==> config.mk <==
export PLATFORM = sky130hd
export DESIGN_NAME = spi_sr_guard
export DESIGN_NICKNAME = d
export VERILOG_FILES = /design/src/rtl/spi_sr_pkg.sv /design/src/rtl/spi_sr_sync.sv /design/src/rtl/spi_sr_rx.sv /design/src/rtl/spi_sr_protect.sv /design/src/rtl/spi_sr_guard.sv
export SDC_FILE = /design/constraint.sdc
export NUM_CORES = 1
export LEC_CHECK = 0
export BUFFER_PORTS_ARGS = -buffer_cell sky130_fd_sc_hd__buf_4
export CAP_MARGIN = 40
export CORE_MARGIN = 4
export CORE_UTILIZATION = 55
export DETAILED_ROUTE_END_ITERATION = 10
export GPL_ROUTABILITY_DRIVEN = 0
export GPL_TIMING_DRIVEN = 0
export MAX_ROUTING_LAYER = met4
export PLACE_DENSITY = 0.84
export SLEW_MARGIN = 20
export SYNTH_ARGS = -nofsm -noshare
export SYNTH_HDL_FRONTEND = slang
export SYNTH_SLANG_ARGS = --single-unit
==> constraint.sdc <==
create_clock -name clk -period 3.3 [get_ports clk]
set_input_delay 0.165 -clock clk [delete_from_list [all_inputs] [get_ports clk]]
set_output_delay 0.165 -clock clk [all_outputs]
set_load 0.02 [all_outputs]
==> src/rtl/spi_sr_pkg.sv <==
package spi_sr_pkg;
   localparam int unsigned BYTE_W = 8;

   localparam logic [BYTE_W-1:0] OP_ARM_STATUS = 8'h50;
   localparam logic [BYTE_W-1:0] OP_ARM_WRITE  = 8'h06;
   localparam logic [BYTE_W-1:0] OP_STATUS_WR  = 8'h01;

   // writable status bits: lock (7) and block protect (5..2)
   localparam logic [BYTE_W-1:0] SR_WR_MASK  = 8'hBC;
   localparam int unsigned       SR_LOCK_BIT = 7;

   typedef enum logic [1:0] {
      FK_NONE  = 2'd0,
      FK_ARM   = 2'd1,
      FK_WRITE = 2'd2,
      FK_OTHER = 2'd3
   } frame_kind_e;
endpackage

==> src/rtl/spi_sr_sync.sv <==
module spi_sr_sync #(
   parameter int unsigned STAGES  = 2,
   parameter int unsigned WIDTH   = 4,
   parameter logic [WIDTH-1:0] RST_VAL = '0
) (
   input  logic             clk,
   input  logic             rst_n,
   input  logic [WIDTH-1:0] d_i,
   output logic [WIDTH-1:0] q_o
);
   generate
      if (STAGES == 0) begin : g_bypass
         assign q_o = d_i;
      end else begin : g_chain
         logic [WIDTH-1:0] stage_q [STAGES];
         always_ff @(posedge clk or negedge rst_n) begin
            if (!rst_n) begin
               for (int i = 0; i < STAGES; i++) stage_q[i] <= RST_VAL;
            end else begin
               stage_q[0] <= d_i;
               for (int i = 1; i < STAGES; i++) stage_q[i] <= stage_q[i-1];
            end
         end
         assign q_o = stage_q[STAGES-1];
      end
   endgenerate
endmodule

==> src/rtl/spi_sr_rx.sv <==
module spi_sr_rx #(
   parameter int unsigned FRAME_BITS = 16,
   localparam int unsigned CNT_W     = $clog2(FRAME_BITS + 2)
) (
   input  logic                  clk,
   input  logic                  rst_n,
   input  logic                  sck_s,
   input  logic                  cs_n_s,
   input  logic                  mosi_s,
   output logic [FRAME_BITS-1:0] shreg_o,
   output logic [CNT_W-1:0]      bit_cnt_o,
   output logic                  frame_end_o
);
   localparam logic [CNT_W-1:0] CNT_SAT = CNT_W'(FRAME_BITS + 1);

   logic sck_d, cs_d;
   logic sck_rise;

   assign sck_rise    = sck_s & ~sck_d;
   assign frame_end_o = cs_n_s & ~cs_d;

   always_ff @(posedge clk or negedge rst_n) begin
      if (!rst_n) begin
         sck_d     <= 1'b0;
         cs_d      <= 1'b1;
         shreg_o   <= '0;
         bit_cnt_o <= '0;
      end else begin
         sck_d <= sck_s;
         cs_d  <= cs_n_s;
         if (cs_n_s) begin
            bit_cnt_o <= '0;
         end else if (sck_rise) begin
            shreg_o <= {shreg_o[FRAME_BITS-2:0], mosi_s};
            if (bit_cnt_o != CNT_SAT) bit_cnt_o <= bit_cnt_o + 1'b1;
         end
      end
   end

   // an overlong frame saturates instead of wrapping back to a legal count
   a_r10_cnt_saturates: assert property (@(posedge clk) disable iff (!rst_n)
      (bit_cnt_o == CNT_SAT && !cs_n_s) |=> (bit_cnt_o == CNT_SAT || $rose(cs_n_s)));
   a_r10_cnt_bounded: assert property (@(posedge clk) disable iff (!rst_n)
      bit_cnt_o <= CNT_SAT);
endmodule

==> src/rtl/spi_sr_protect.sv <==
module spi_sr_protect
   import spi_sr_pkg::*;
#(
   parameter int unsigned OPC_W  = 8,
   parameter int unsigned DATA_W = 8,
   localparam int unsigned FRAME_BITS = OPC_W + DATA_W,
   localparam int unsigned CNT_W      = $clog2(FRAME_BITS + 2)
) (
   input  logic                  clk,
   input  logic                  rst_n,
   input  logic                  frame_end_i,
   input  logic [CNT_W-1:0]      bit_cnt_i,
   input  logic [FRAME_BITS-1:0] shreg_i,
   input  logic                  wp_n_s,
   output logic [DATA_W-1:0]     status_o,
   output logic                  arm_o
);
   generate
      if (OPC_W != BYTE_W || DATA_W != BYTE_W) begin : g_bad_width
         $error("spi_sr_protect: opcode and data must each be one byte");
      end
   endgenerate

   frame_kind_e      kind;
   logic [OPC_W-1:0] short_opc, long_opc;
   logic             locked, wr_ok;

   assign short_opc = shreg_i[OPC_W-1:0];
   assign long_opc  = shreg_i[FRAME_BITS-1 -: OPC_W];
   assign locked    = status_o[SR_LOCK_BIT] & ~wp_n_s;

   always_comb begin
      kind = FK_NONE;
      if (bit_cnt_i == CNT_W'(OPC_W)) begin
         kind = (short_opc == OP_ARM_STATUS || short_opc == OP_ARM_WRITE) ? FK_ARM : FK_OTHER;
      end else if (bit_cnt_i == CNT_W'(FRAME_BITS)) begin
         kind = (long_opc == OP_STATUS_WR) ? FK_WRITE : FK_OTHER;
      end
   end

   assign wr_ok = frame_end_i && kind == FK_WRITE && arm_o && !locked;

   always_ff @(posedge clk or negedge rst_n) begin
      if (!rst_n) begin
         status_o <= '0;
         arm_o    <= 1'b0;
      end else if (frame_end_i) begin
         arm_o <= (kind == FK_ARM);
         if (wr_ok) status_o <= (status_o & ~SR_WR_MASK) | (shreg_i[DATA_W-1:0] & SR_WR_MASK);
      end
   end

   // lock bit with protect pin low freezes the register
   a_r6_lock_freezes: assert property (@(posedge clk) disable iff (!rst_n)
      (frame_end_i && !wp_n_s && status_o[SR_LOCK_BIT]) |=> $stable(status_o));
   // no write without a preceding arm
   a_r5_unarmed_ignored: assert property (@(posedge clk) disable iff (!rst_n)
      (frame_end_i && !arm_o) |=> $stable(status_o));
   // nothing changes before chip-select rises
   a_r12_only_at_end: assert property (@(posedge clk) disable iff (!rst_n)
      !frame_end_i |=> ($stable(status_o) && $stable(arm_o)));
   // every executed frame other than an arm drops the arm flag
   a_r9_arm_drops: assert property (@(posedge clk) disable iff (!rst_n)
      (frame_end_i && kind != FK_ARM) |=> !arm_o);
   // read-only bits never leave zero
   a_r4_ro_bits_zero: assert property (@(posedge clk) disable iff (!rst_n)
      (frame_end_i && wr_ok) |=> ((status_o & ~SR_WR_MASK) == '0));
endmodule

==> src/rtl/spi_sr_guard.sv <==
module spi_sr_guard #(
   parameter int unsigned SYNC_STAGES = 2,
   parameter int unsigned OPC_W       = 8,
   parameter int unsigned DATA_W      = 8
) (
   input  logic              clk,
   input  logic              rst_n,
   input  logic              sck_i,
   input  logic              cs_n_i,
   input  logic              mosi_i,
   input  logic              wp_n_i,
   output logic [DATA_W-1:0] status_o,
   output logic              arm_o
);
   localparam int unsigned FRAME_BITS = OPC_W + DATA_W;
   localparam int unsigned CNT_W      = $clog2(FRAME_BITS + 2);

   generate
      if (SYNC_STAGES == 1) begin : g_bad_sync
         $error("spi_sr_guard: use 0 (inputs already synchronous) or at least 2 stages");
      end
   endgenerate

   logic [3:0]            pins_s;
   logic                  sck_s, cs_n_s, mosi_s, wp_n_s;
   logic [FRAME_BITS-1:0] shreg;
   logic [CNT_W-1:0]      bit_cnt;
   logic                  frame_end;

   spi_sr_sync #(.STAGES(SYNC_STAGES), .WIDTH(4), .RST_VAL(4'b1100)) u_sync (
      .clk   (clk),
      .rst_n (rst_n),
      .d_i   ({wp_n_i, cs_n_i, sck_i, mosi_i}),
      .q_o   (pins_s)
   );
   assign {wp_n_s, cs_n_s, sck_s, mosi_s} = pins_s;

   spi_sr_rx #(.FRAME_BITS(FRAME_BITS)) u_rx (
      .clk         (clk),
      .rst_n       (rst_n),
      .sck_s       (sck_s),
      .cs_n_s      (cs_n_s),
      .mosi_s      (mosi_s),
      .shreg_o     (shreg),
      .bit_cnt_o   (bit_cnt),
      .frame_end_o (frame_end)
   );

   spi_sr_protect #(.OPC_W(OPC_W), .DATA_W(DATA_W)) u_protect (
      .clk         (clk),
      .rst_n       (rst_n),
      .frame_end_i (frame_end),
      .bit_cnt_i   (bit_cnt),
      .shreg_i     (shreg),
      .wp_n_s      (wp_n_s),
      .status_o    (status_o),
      .arm_o       (arm_o)
   );
endmodule

==> results.md <==
* Cts bufs inserted at 5
* Sequential fraction of the synthesis area at 62.6%
* Highest Clock Rate at 0.550 GHz
* Status: finished, final reports clean
* Die area at 0.00361 mm^2
* Drt pass-1 iters at 4
* Critical path cell sequence: nand2b_1 -> nor2_1 -> buf_2 -> mux2_2
* First-pass GRT wire length at 3.87 mm
* Clk_lat worst skew at 0.34 ns
* DP HPWL at 1.60 mm
* Maxcap violations at 0
* Peak supply drop at 555 uV
* # rows at 18
* Pwr/cell area at 564 mW/mm^2
* Total negative slack at 0 ns
* Initial Util at 59.1%
* Static leakage at 0.840 nW
* Cell Area, Placed at 0.00162 mm^2
* WL final at 2.26 mm
* CTS sink cnt at 37
* Critical Path Fanout Max at 10
* Area added between synthesis and finish at 17.9%
* Crit share post-route at 55.1%
* Via density at 5.32
* Layout Skew at 0.0145 ns
* Worst-Margin Slew at 0.573 ns
* Yosys warnings at 0
* Netlist cell types at 31
* Final min period at 1.82 ns
* Max-slew headroom at the worst pin at 61.7%
* Critical Path AT at 2.04 ns
* Final setup vio count at 0
* Core Region at 0.00252 mm^2
* Max incr delay on CP at 0.46 ns
* Final net count at 139
* Path type of the worst setup path: reg2reg
* Chip width at 60.1 um
* Finished Core Util at 69.6%
* Synth top area cells: dfrtp_1 (54%), mux2_2 (12%), dfstp_2 (8.8%), mux2_1 (3.8%), ha_1 (2.5%)
* H-tree levels at 2
* Synth area leader: dfrtp_1
* Largest net degree at the start of global routing at 38
* Avg Cell Area, Syn at 14.2 um^2
* GR Overflow Total at 0
* Worst setup SP type: flip-flop
* Share of layout cells above drive strength 1 at 37.4%
* Vias in the first global route at 896
* CTS tree: done
* Crit. End Element: flip-flop
* Total track usage at 15.8%
* Antenna diode count at 0
* Filler instances at 178
* Clk slew on worst S/H paths at 0.12 ns
* Routed Antenna Nets at 0
* Critical path's top delay family: simple AND/OR/NAND/NOR gates
* Via Count at 856
* Io pins at 15
* # DRC at 0
* Instance count of the mapped netlist at 105
* Final Cell Area at 0.00176 mm^2
* Overall Power at 0.991 mW
* 1st-iter DRT viols at 20
* Die height at 60.1 um
* Max-slew violations at 0
* Most common cell after layout, fill and taps aside: dfrtp_1
* Final Hold Viols at 0
* Root Driver: clkbuf_4
* CTS max path bufs at 2
* Slowest-stage cell, CP: nor2_1
* RSZ-0062 raised after global routing: no
* PortBufs at 11
* Syn Std Cell Area at 0.00149 mm^2
* Share of the synthesized area in the top cell type at 53.7%
* Routed len/inst at 14.0 um
* Setup bufs post-CTS at 0
* Synthesized flop and latch total at 37
* Critical Path RT at 3.52 ns
* Hold Crit Class: in2async
* Critical path buffers and inverters at 1
* Most frequent cells in the layout: dfrtp_1 (32), mux2_2 (16), buf_4 (14)
* Initial antenna violation count at 0
[where the power goes]
part / internal [mW] / switching [mW] / total, mW
combinational: 0.0629 / 0.0430 / 0.106
clock: 0.180 / 0.147 / 0.327
sequential: 0.510 / 0.0486 / 0.558
total: 0.753 / 0.239 / 0.991
[layer usage]
layer / up-vias / wire length (um) / global-route usage (%)
met1: 424 / 935 / 17.1
li1: 405 / - / -
met3: 4 / 125 / 6.48
met2: 23 / 1170 / 25.2
met4: 0 / 29 / 6.96
met5: - / 0 / -
[cells in the mapped netlist (all sizes together)]
cell and n:
nor2b 1, a21oi 1, a2111oi 1, mux2i 1
mux2 21, conb 1, nor2 7, nand3 3
dfstp 5, nand2b 2, or4 2, a21o 1
and3b 1, xor2 1, dfrtp 32, nor4bb 1
inv 5, xnor2 2, ha 3, nor3 2
buf 5, o31ai 1, nand2 3, a31oi 2
nand4 1
[flip-flops by register name (all words and copies together), names as in the netlist]
name	cells
u_rx.cs_d	1
u_rx.sck_d	1
u_protect.status_o	5
u_protect.arm_o	1
u_sync.g_chain.stage_q	4
u_rx.shreg_o	16
u_rx.bit_cnt_o	5
u_sync.q_o	4
[final cells by class]
| cell class | count | area [um^2] | share of cell area, % |
|---|---|---|---|
| flip-flops and latches | 37 | 932 | 53.1 |
| multi-input cells | 60 | 508 | 28.9 |
| repair buffers | 16 | 133 | 7.55 |
| clock buffers | 6 | 51.3 | 2.92 |
| plain buffers | 5 | 38.8 | 2.21 |
| clock inverters | 2 | 37.5 | 2.14 |
| well taps | 30 | 37.5 | 2.14 |
| inverters | 5 | 18.8 | 1.07 |
[cell families (layout without fill, tap and decap cells)]
| logic type | after synthesis | after routing | synth area share, % |
|---|---|---|---|
| compound gates | 6 | 6 | 4.03 |
| fa+ha+maj | 3 | 3 | 2.52 |
| flops | 37 | 37 | 62.6 |
| other cells | 1 | 3 | 0.252 |
| xor+xnor | 3 | 3 | 1.76 |
| simple gates | 23 | 23 | 8.48 |
| mux | 22 | 22 | 16.5 |
| buf+inv | 10 | 34 | 3.86 |
[worst paths after layout]
kind                                           startpoint                        end  slack (ns)  depth (start not counted)
max in group asynchronous                           rst_n  u_sync.g_chain.stage_q[7]        2.66                          2
worst min-delay path                                rst_n      u_protect.status_o[7]        0.30                          2
worst max-delay path                           u_rx.sck_d            u_rx.shreg_o[7]        1.48                          4
min in group clk                u_sync.g_chain.stage_q[6]              u_sync.q_o[2]        0.36                          0
worst min register to register  u_sync.g_chain.stage_q[6]              u_sync.q_o[2]        0.36                          0
worst max register to register                 u_rx.sck_d            u_rx.shreg_o[7]        1.48                          4
[timing repair]
action,4_1_cts,5_1_grt
resized for setup,0,0
hold buffers,5,0
hold endpoints to repair,36,0
[per-stage QoR]
step / worst slack (ns) / std cells / hold slack (ns)
floorplan: 1.61 / 107 / -0.131
global placement: 1.55 / 148 / 0.137
detailed placement: 1.49 / 148 / 0.145
CTS: 1.48 / 161 / 0.298
global route: 1.37 / 161 / 0.325
finish: 1.48 / 161 / 0.296
No activity file was read; power rests on OpenSTA's default activity.
